===== src/rtl/cdx_pkg.sv =====
package cdx_pkg;
  localparam int DEST_W = 3;

  localparam int MODE_READY_BIT = 6;
  localparam int STAT_BUSY_BIT  = 3;
  localparam int IFS_DONE_N_BIT = 6;

  typedef enum logic [1:0] {
    DK_NONE  = 2'd0,
    DK_HOST  = 2'd1,
    DK_TIMED = 2'd2
  } dest_kind_e;

  function automatic dest_kind_e classify_dest(input logic [DEST_W-1:0] code);
    dest_kind_e k;
    case (code)
      3'd2, 3'd3:       k = DK_HOST;
      3'd4, 3'd5, 3'd7: k = DK_TIMED;
      default:          k = DK_NONE;
    endcase
    return k;
  endfunction
endpackage


===== src/rtl/cdx_dest_decode.sv =====
module cdx_dest_decode
  import cdx_pkg::*;
(
  input  logic              start_i,
  input  logic [DEST_W-1:0] dest_i,
  output logic              host_go_o,
  output logic              timed_go_o
);
  dest_kind_e kind;

  always_comb begin
    kind       = classify_dest(dest_i);
    host_go_o  = start_i && (kind == DK_HOST);
    timed_go_o = start_i && (kind == DK_TIMED);
  end
endmodule


===== src/rtl/cdx_busy_timer.sv =====
module cdx_busy_timer #(
  parameter int CNT_W = 16
) (
  input  logic             clk,
  input  logic             rst,
  input  logic             load_i,
  input  logic [CNT_W-1:0] byte_cnt_i,
  output logic             busy_o,
  output logic             fin_o
);
  localparam logic [CNT_W-1:0] ONE = CNT_W'(1);

  logic [CNT_W-1:0] half;
  logic [CNT_W-1:0] dur;
  logic [CNT_W-1:0] cnt_q;
  logic             busy_q;

  always_comb begin
    half = byte_cnt_i >> 1;
    dur  = (half == '0) ? ONE : half;
  end

  always_ff @(posedge clk) begin
    if (rst) begin
      cnt_q  <= '0;
      busy_q <= 1'b0;
    end else if (load_i) begin
      cnt_q  <= dur;
      busy_q <= 1'b1;
    end else if (busy_q) begin
      if (cnt_q == ONE) begin
        cnt_q  <= '0;
        busy_q <= 1'b0;
      end else begin
        cnt_q <= cnt_q - ONE;
      end
    end
  end

  assign busy_o = busy_q;
  assign fin_o  = busy_q && (cnt_q == ONE) && !load_i;
endmodule


===== src/rtl/cdx_status_regs.sv =====
module cdx_status_regs
  import cdx_pkg::*;
#(
  parameter int CNT_W  = 16,
  parameter int DATA_W = 8
) (
  input  logic              clk,
  input  logic              rst,
  input  logic              host_go_i,
  input  logic              timed_go_i,
  input  logic [DEST_W-1:0] dest_i,
  input  logic [CNT_W-1:0]  byte_cnt_i,
  input  logic              busy_i,
  input  logic              fin_i,
  input  logic              irq_en_i,
  input  logic [1:0]        rd_sel_i,
  output logic [DATA_W-1:0] mode_o,
  output logic [DATA_W-1:0] status_o,
  output logic [DATA_W-1:0] ifstat_o,
  output logic [CNT_W-1:0]  word_len_o,
  output logic              irq_o,
  output logic [DATA_W-1:0] rd_data_o
);
  logic [CNT_W:0]      wsum;
  logic [DEST_W-1:0]   code_q;
  logic                ready_q;
  logic                done_n_q;
  logic [CNT_W-1:0]    wlen_q;
  logic                irq_q;
  logic [DATA_W-1:0]   rd_q;
  logic [DATA_W-1:0]   mode_w;
  logic [DATA_W-1:0]   stat_w;
  logic [DATA_W-1:0]   ifs_w;

  assign wsum = {1'b0, byte_cnt_i} + (CNT_W+1)'(1);

  always_ff @(posedge clk) begin
    if (rst) begin
      code_q   <= '0;
      ready_q  <= 1'b0;
      done_n_q <= 1'b1;
      wlen_q   <= '0;
      irq_q    <= 1'b0;
    end else begin
      irq_q <= fin_i && irq_en_i;
      if (fin_i)
        done_n_q <= 1'b0;
      if (host_go_i) begin
        code_q  <= dest_i;
        ready_q <= 1'b1;
      end else if (timed_go_i) begin
        code_q   <= dest_i;
        ready_q  <= 1'b0;
        done_n_q <= 1'b1;
        wlen_q   <= wsum[CNT_W:1];
      end
    end
  end

  always_comb begin
    mode_w = '0;
    mode_w[DEST_W-1:0]     = code_q;
    mode_w[MODE_READY_BIT] = ready_q;
    stat_w = '0;
    stat_w[STAT_BUSY_BIT]  = busy_i;
    ifs_w  = '1;
    ifs_w[IFS_DONE_N_BIT]  = done_n_q;
  end

  always_ff @(posedge clk) begin
    if (rst) begin
      rd_q <= '0;
    end else begin
      case (rd_sel_i)
        2'd0:    rd_q <= mode_w;
        2'd1:    rd_q <= stat_w;
        2'd2:    rd_q <= ifs_w;
        default: rd_q <= wlen_q[DATA_W-1:0];
      endcase
    end
  end

  assign mode_o     = mode_w;
  assign status_o   = stat_w;
  assign ifstat_o   = ifs_w;
  assign word_len_o = wlen_q;
  assign irq_o      = irq_q;
  assign rd_data_o  = rd_q;
endmodule


===== src/rtl/cdx_xfer_dispatch.sv =====
module cdx_xfer_dispatch
  import cdx_pkg::*;
#(
  parameter int CNT_W  = 16,
  parameter int DATA_W = 8
) (
  input  logic              clk,
  input  logic              rst,
  input  logic              start_i,
  input  logic [2:0]        dest_i,
  input  logic [CNT_W-1:0]  byte_cnt_i,
  input  logic              irq_en_i,
  input  logic [1:0]        rd_sel_i,
  output logic [DATA_W-1:0] mode_o,
  output logic [DATA_W-1:0] status_o,
  output logic [DATA_W-1:0] ifstat_o,
  output logic [CNT_W-1:0]  word_len_o,
  output logic              irq_o,
  output logic [DATA_W-1:0] rd_data_o
);
  logic host_go;
  logic timed_go;
  logic busy;
  logic fin;

  cdx_dest_decode u_dec (
    .start_i    (start_i),
    .dest_i     (dest_i),
    .host_go_o  (host_go),
    .timed_go_o (timed_go)
  );

  cdx_busy_timer #(.CNT_W(CNT_W)) u_tmr (
    .clk        (clk),
    .rst        (rst),
    .load_i     (timed_go),
    .byte_cnt_i (byte_cnt_i),
    .busy_o     (busy),
    .fin_o      (fin)
  );

  cdx_status_regs #(.CNT_W(CNT_W), .DATA_W(DATA_W)) u_regs (
    .clk        (clk),
    .rst        (rst),
    .host_go_i  (host_go),
    .timed_go_i (timed_go),
    .dest_i     (dest_i),
    .byte_cnt_i (byte_cnt_i),
    .busy_i     (busy),
    .fin_i      (fin),
    .irq_en_i   (irq_en_i),
    .rd_sel_i   (rd_sel_i),
    .mode_o     (mode_o),
    .status_o   (status_o),
    .ifstat_o   (ifstat_o),
    .word_len_o (word_len_o),
    .irq_o      (irq_o),
    .rd_data_o  (rd_data_o)
  );
endmodule


===== config.mk =====
export PLATFORM = sky130hd
export DESIGN_NAME = cdx_xfer_dispatch
export DESIGN_NICKNAME = d
export VERILOG_FILES = /design/src/rtl/cdx_pkg.sv /design/src/rtl/cdx_dest_decode.sv /design/src/rtl/cdx_busy_timer.sv /design/src/rtl/cdx_status_regs.sv /design/src/rtl/cdx_xfer_dispatch.sv
export SDC_FILE = /design/constraint.sdc
export NUM_CORES = 1
export LEC_CHECK = 0
export CAP_MARGIN = 20
export CORE_UTILIZATION = 43
export CTS_CLUSTER_DIAMETER = 150
export DETAILED_ROUTE_END_ITERATION = 8
export GPL_TIMING_DRIVEN = 0
export PLACE_DENSITY = 0.8
export SLEW_MARGIN = 20
export SYNTH_ARGS = -nofsm -noshare
export SYNTH_HDL_FRONTEND = slang
export SYNTH_SLANG_ARGS = --single-unit

===== constraint.sdc =====
create_clock -name clk -period 1.72 [get_ports clk]
set_clock_uncertainty 0.05 [all_clocks]
set_input_delay 0.344 -clock clk [delete_from_list [all_inputs] [get_ports clk]]
set_output_delay 0.344 -clock clk [all_outputs]
set_load 0.1 [all_outputs]

== Word-level counts from Yosys, hierarchy flattened ==
Index checks and enable logic that the tools add are counted.
Word-level totals
  flip-flop bits (word level): 47
  input bits: 25
  output and inout port bits: 49
Cells by class
  add/sub/neg operators: 2
  eq/ne operators: 10
  muxes and demuxes: 16
  bitwise logic cells: 1
  reduce and logical (&&, ||, !) cells: 13
Operators by type and width (count)
  $mux W16: 3
  $pmux W8 S3: 1
  $add A16 B1 Y17 const B: 1
  $eq A16 B1 Y1 const B: 1
  $logic_not A16 Y1: 1
  $sub A16 B1 Y16 const B: 1
  $mux W15: 1
  $eq A3 B3 Y1 const B: 3
  $mux W1: 8
  $eq A3 B2 Y1 const B: 2
  $mux W3: 2
  $logic_and A1 B1 Y1: 5
  $eq A2 B1 Y1 const B: 2
  $eq A2 B2 Y1 const B: 2
  $pmux W2 S2: 1
  $reduce_bool A2 Y1: 2
  $reduce_or A3 Y1: 1
  $logic_not A2 Y1: 1
  $reduce_and A2 Y1: 1
  $reduce_or A2 Y1: 1
  $logic_not A1 Y1: 1
  $not A1 Y1: 1

== Longest topological paths before layout ==
  word-level depth: 10
  depth in mapped cells: 7
  mapped depth without buffers: 6

== Modules after synthesis ==
A second synthesis with hierarchy kept.
Second synthesis, totals
  cells, all modules: 327
  area total of the unflattened synthesis: 2707.6 um2
Modules (own cells, without submodules)
  cdx_status_regs: times used 1, cells each 179, area each 1542.7 um2, sequential area each 600.6 um2
  cdx_busy_timer: times used 1, cells each 144, area each 1143.6 um2, sequential area each 340.3 um2
  cdx_dest_decode: times used 1, cells each 4, area each 21.3 um2, sequential area each 0.0 um2

== Worst setup path after synthesis ==
OpenSTA, ideal clock, no wires.
  path kind: register to register
  from: reg u_tmr.cnt_q[1]
  to: reg u_tmr.cnt_q[9]
  data arrival time: 1.669 ns
  setup slack: -0.087 ns
  stages on the path, launching flop included: 7
  buffers on the path: 0
  clock period less this slack: 1.807 ns
  cells stage by stage: dfxtp_1 -> inv_1 -> ha_1 -> nor3b_1 -> and4_1 -> or4_1 -> a311oi_2
On the way
  cells in the longest elaborated chain, start to end: 4
Ends and longest elaborated chain
  from (decl): RTL line cdx_busy_timer.sv:15  | logic [CNT_W-1:0] cnt_q;
  from (signal assigned): RTL line cdx_busy_timer.sv:28  | cnt_q <= dur;
  from (signal assigned): RTL line cdx_busy_timer.sv:35  | cnt_q <= cnt_q - ONE;
  $sub A16 B1 Y16 or $eq A16 B1 Y1 (tied branches): RTL line cdx_busy_timer.sv:35, cdx_busy_timer.sv:31
  $mux W16 (*): RTL line cdx_busy_timer.sv:31  | if (cnt_q == ONE) begin
  $mux W16 (*): RTL line cdx_busy_timer.sv:30  | end else if (busy_q) begin
  $mux W16 (*): RTL line cdx_busy_timer.sv:27  | end else if (load_i) begin
Mark *: on every way between the ends. The rest lies on a longest branch, timed or not. The select of a mux whose other input is x is not followed.
A chain may end at the register's enable or synchronous reset.

== Worst setup path in the final report ==
  from: reg u_tmr.cnt_q[1]
  to: reg u_tmr.cnt_q[15]
The elaborated chain is that of the path after synthesis.

==> run metrics <==
status=finished, violations left; failing checks=setup timing; placed insts=~460; register area share after synthesis=0.363; input/output buffers=51; multi-input logic area=approximately 1700 µm²; Area Overhead vs Synth=47.1%; initial antenna violation count=0; CP required=1.91 ns; Syn. warnings=0; top cell type's share of synthesized area=0.363; DRT iter0 DRCs=~160; EDFF count, synth=0; Worst Hold Class=input pin to flip-flop; Post-Synthesis Mean Instance Area=8.10 µm²; ranking of synthesized cells by area=dfxtp_1, buf_4, a211oi_1; fraction of layout instances using a drive strength above 1=0.315; Synth Register Bits=47; final-layout fill cell count=453; CTS H-Tree Depth=2; root buf cell=clkbuf_8; Sequential Area=about 960 µm²; clk sink count=47; CP Capture Type=flip-flop; Fin. Hold Viols=0; Peak supply drop=about 440 µV; TritonCTS Buffers=5; flop2flop setup slack=-0.11 ns; antenna viol nets, final=0; R2R Path Start=u_tmr.cnt_q[1]$_SDFFE_PP0P_; R2R depth=5; Synth Instances=between 300 and 400; Worst slew margin=0.570; TritonRoute pass-1 iters=4; RSZ-0062 raised after global routing=yes; first-pass GRT wire length=between 10000 and 15000 µm; largest net degree at the start of global routing=16; Worst Setup Start Kind=flip-flop; pre-CTS setup slack=-0.604 ns; Netlist Area Pre-Place=between 2000 and 3000 µm²; half-perimeter wire length after placement=between 5000 and 6000 µm; Tcrit/Tclk final=1.06; worst setup margin=-0.111 ns; die area=about 6300 µm²; Hold Buf Count CTS=0; DRC Markers=0; achievable clock frequency=about 550 MHz; Post-Route Utilization=0.676; Final Net Count=about 440; leading area contributor after synthesis=dfxtp_1; post-DR vias/cell=5.47; GPL Wtd Cong=~0.93; Pins Over Slew Limit=0; Longest Clk Path Bufs=2; leakage=1.47 nW; Cell variety after synth=48; critical path arrival=a little over 2 ns; pwr/cell area=about 840 nW/µm²; hold_sp=byte_cnt_i[5]; effective utilization at floorplan=0.460; DR vias=roughly 2.6k; n_diodes=0; CTS tree=yes; Post-DP Area=roughly 3300 µm²; Endpoint, Worst Hold=u_tmr.cnt_q[4]$_SDFFE_PP0P_; leading cell type in the layout, fill and taps excluded=dfxtp_1; DIE HEIGHT=79.6 µm; maxcap violations=0; Slew @ Worst Pin=0.645 ns; Rows=27; r2r endpoint=u_tmr.cnt_q[15]$_SDFFE_PP0P_; Die Wd=between 70 and 80 µm; routed len/inst=15.6 µm; Non-Filler Instances=482; Total GRT Usage=0.239; Non-Filler Cell Area, Final=roughly 3800 µm²; commonest cells after routing, fill and taps aside=dfxtp_1, buf_4, nor2_1; Final min period=1.83 ns; worst-path fanout max=4; Remaining Overflow, GRT=0; Hold Path Stages=3; Post-synth top flop=dfxtp_1; # IOs=74; final setup vio count=6; Detailed Route WL=7510 µm; clk slew on worst S/H paths=roughly 0.090 ns; kind of critical path=flip-flop to flip-flop; Core Area=approximately 5600 µm²; ys async rst share=0; number of global-route vias before repair=2459; worst skew pair latency=0.30 ns
## per-layer routing
layer | GRT usage | routed length (µm) | vias to the layer above | part of all wire
met2 | 0.408 | 3720 | 93 | 0.50
met5 | 0 | 0 | - | 0
met1 | 0.303 | 3210 | 1232 | 0.43
li1 | - | - | 1299 | -
met4 | 0.0800 | 88 | 0 | 0.012
met3 | 0.0377 | 487 | 14 | 0.065
## per-stage QoR
stage	power (W)	setup TNS, ns	hold slack, ns
floorplan	0.00207	-0.0478	0.390
global placement	0.00230	-20.04	0.394
detailed placement	0.00232	-21.49	0.401
CTS	0.00314	-0.229	0.348
global route	0.00334	-0.887	0.365
finish	0.00322	-0.387	0.352
## what timing repair did
| action | CTS | global route |
|---|---|---|
| setup endpoints to repair | 66 | 31 |
| cloned | 0 | 0 |
| buffers inserted | 11 | 5 |
| resized for setup | 137 | 44 |
| pin swaps | 7 | 15 |
## synthesized netlist by cell type, drive strengths merged, types with 10 or more instances
library cell  number
dfxtp             47
nor2              34
nand2             27
buf               26
a21oi             20
a211oi            17
nand3             13
clkbuf            12
nor4              12
inv               11
nand4             10
o21ai             10
## cell families after synthesis
kind of cell    after synthesis  synth area share
flops                        47             0.363
buf+inv                      49             0.103
other cells                   2           0.00290
simple gates                131             0.271
mux                           2           0.00820
fa+ha+maj                     3            0.0145
xor+xnor                     17            0.0574
compound gates               69             0.180
## cell type report
class | count | area share
Timing Repair Buffer | 66 | 0.180
Tap cell | 72 | 0.0236
Inverter | 11 | 0.0115
Clock buffer | 6 | 0.0217
Buffer | 38 | 0.0679
Clock inverter | 2 | 0.00427
Multi-Input combinational cell | 240 | 0.440
Sequential cell | 47 | 0.251
## worst max-delay path by stage
stage                                start  depth (start not counted)  slack [ns]                                  to
2_1_floorplan  u_tmr.cnt_q[1]$_SDFFE_PP0P_                          6       -0.05         u_tmr.cnt_q[9]$_SDFFE_PP0P_
4_1_cts        u_tmr.cnt_q[1]$_SDFFE_PP0P_                          5        -0.1        u_tmr.cnt_q[15]$_SDFFE_PP0P_
6_report       u_tmr.cnt_q[1]$_SDFFE_PP0P_                          5       -0.11        u_tmr.cnt_q[15]$_SDFFE_PP0P_
5_1_grt        u_tmr.cnt_q[1]$_SDFFE_PP0P_                          5       -0.19        u_tmr.cnt_q[15]$_SDFFE_PP0P_
3_5_place_dp                       start_i                          6       -0.60        u_tmr.cnt_q[14]$_SDFFE_PP0P_
3_3_place_gp                 byte_cnt_i[1]                          6       -0.55  u_regs.word_len_o[13]$_SDFFE_PP0P_
## registers in the layout (all words and copies together), names as in the netlist
register and cells:
u_regs.word_len_o 16, u_regs.done_n_q 1, u_regs.irq_o 1, u_regs.ready_q 1
u_tmr.cnt_q 16, u_tmr.busy_o 1, u_regs.code_q 3, u_regs.rd_data_o 8
## report_power, final
part | switching [W] | internal [W] | leakage, nW | total, W
Combinational | 0.000818 | 0.000406 | 1.04 | 0.00122
Clock | 0.000400 | 0.000329 | 0.0474 | 0.000729
Sequential | 0.0000961 | 0.00117 | 0.389 | 0.00126
## critical path, stage by stage (launching register included)
cell and delay (ns):
dfxtp_4 0.36, buf_12 0.12, nor4_4 0.37, nand4_2 0.19, or4b_4 0.55, a21boi_2 0.13
Note: power is estimated with default switching activity, not from simulation.
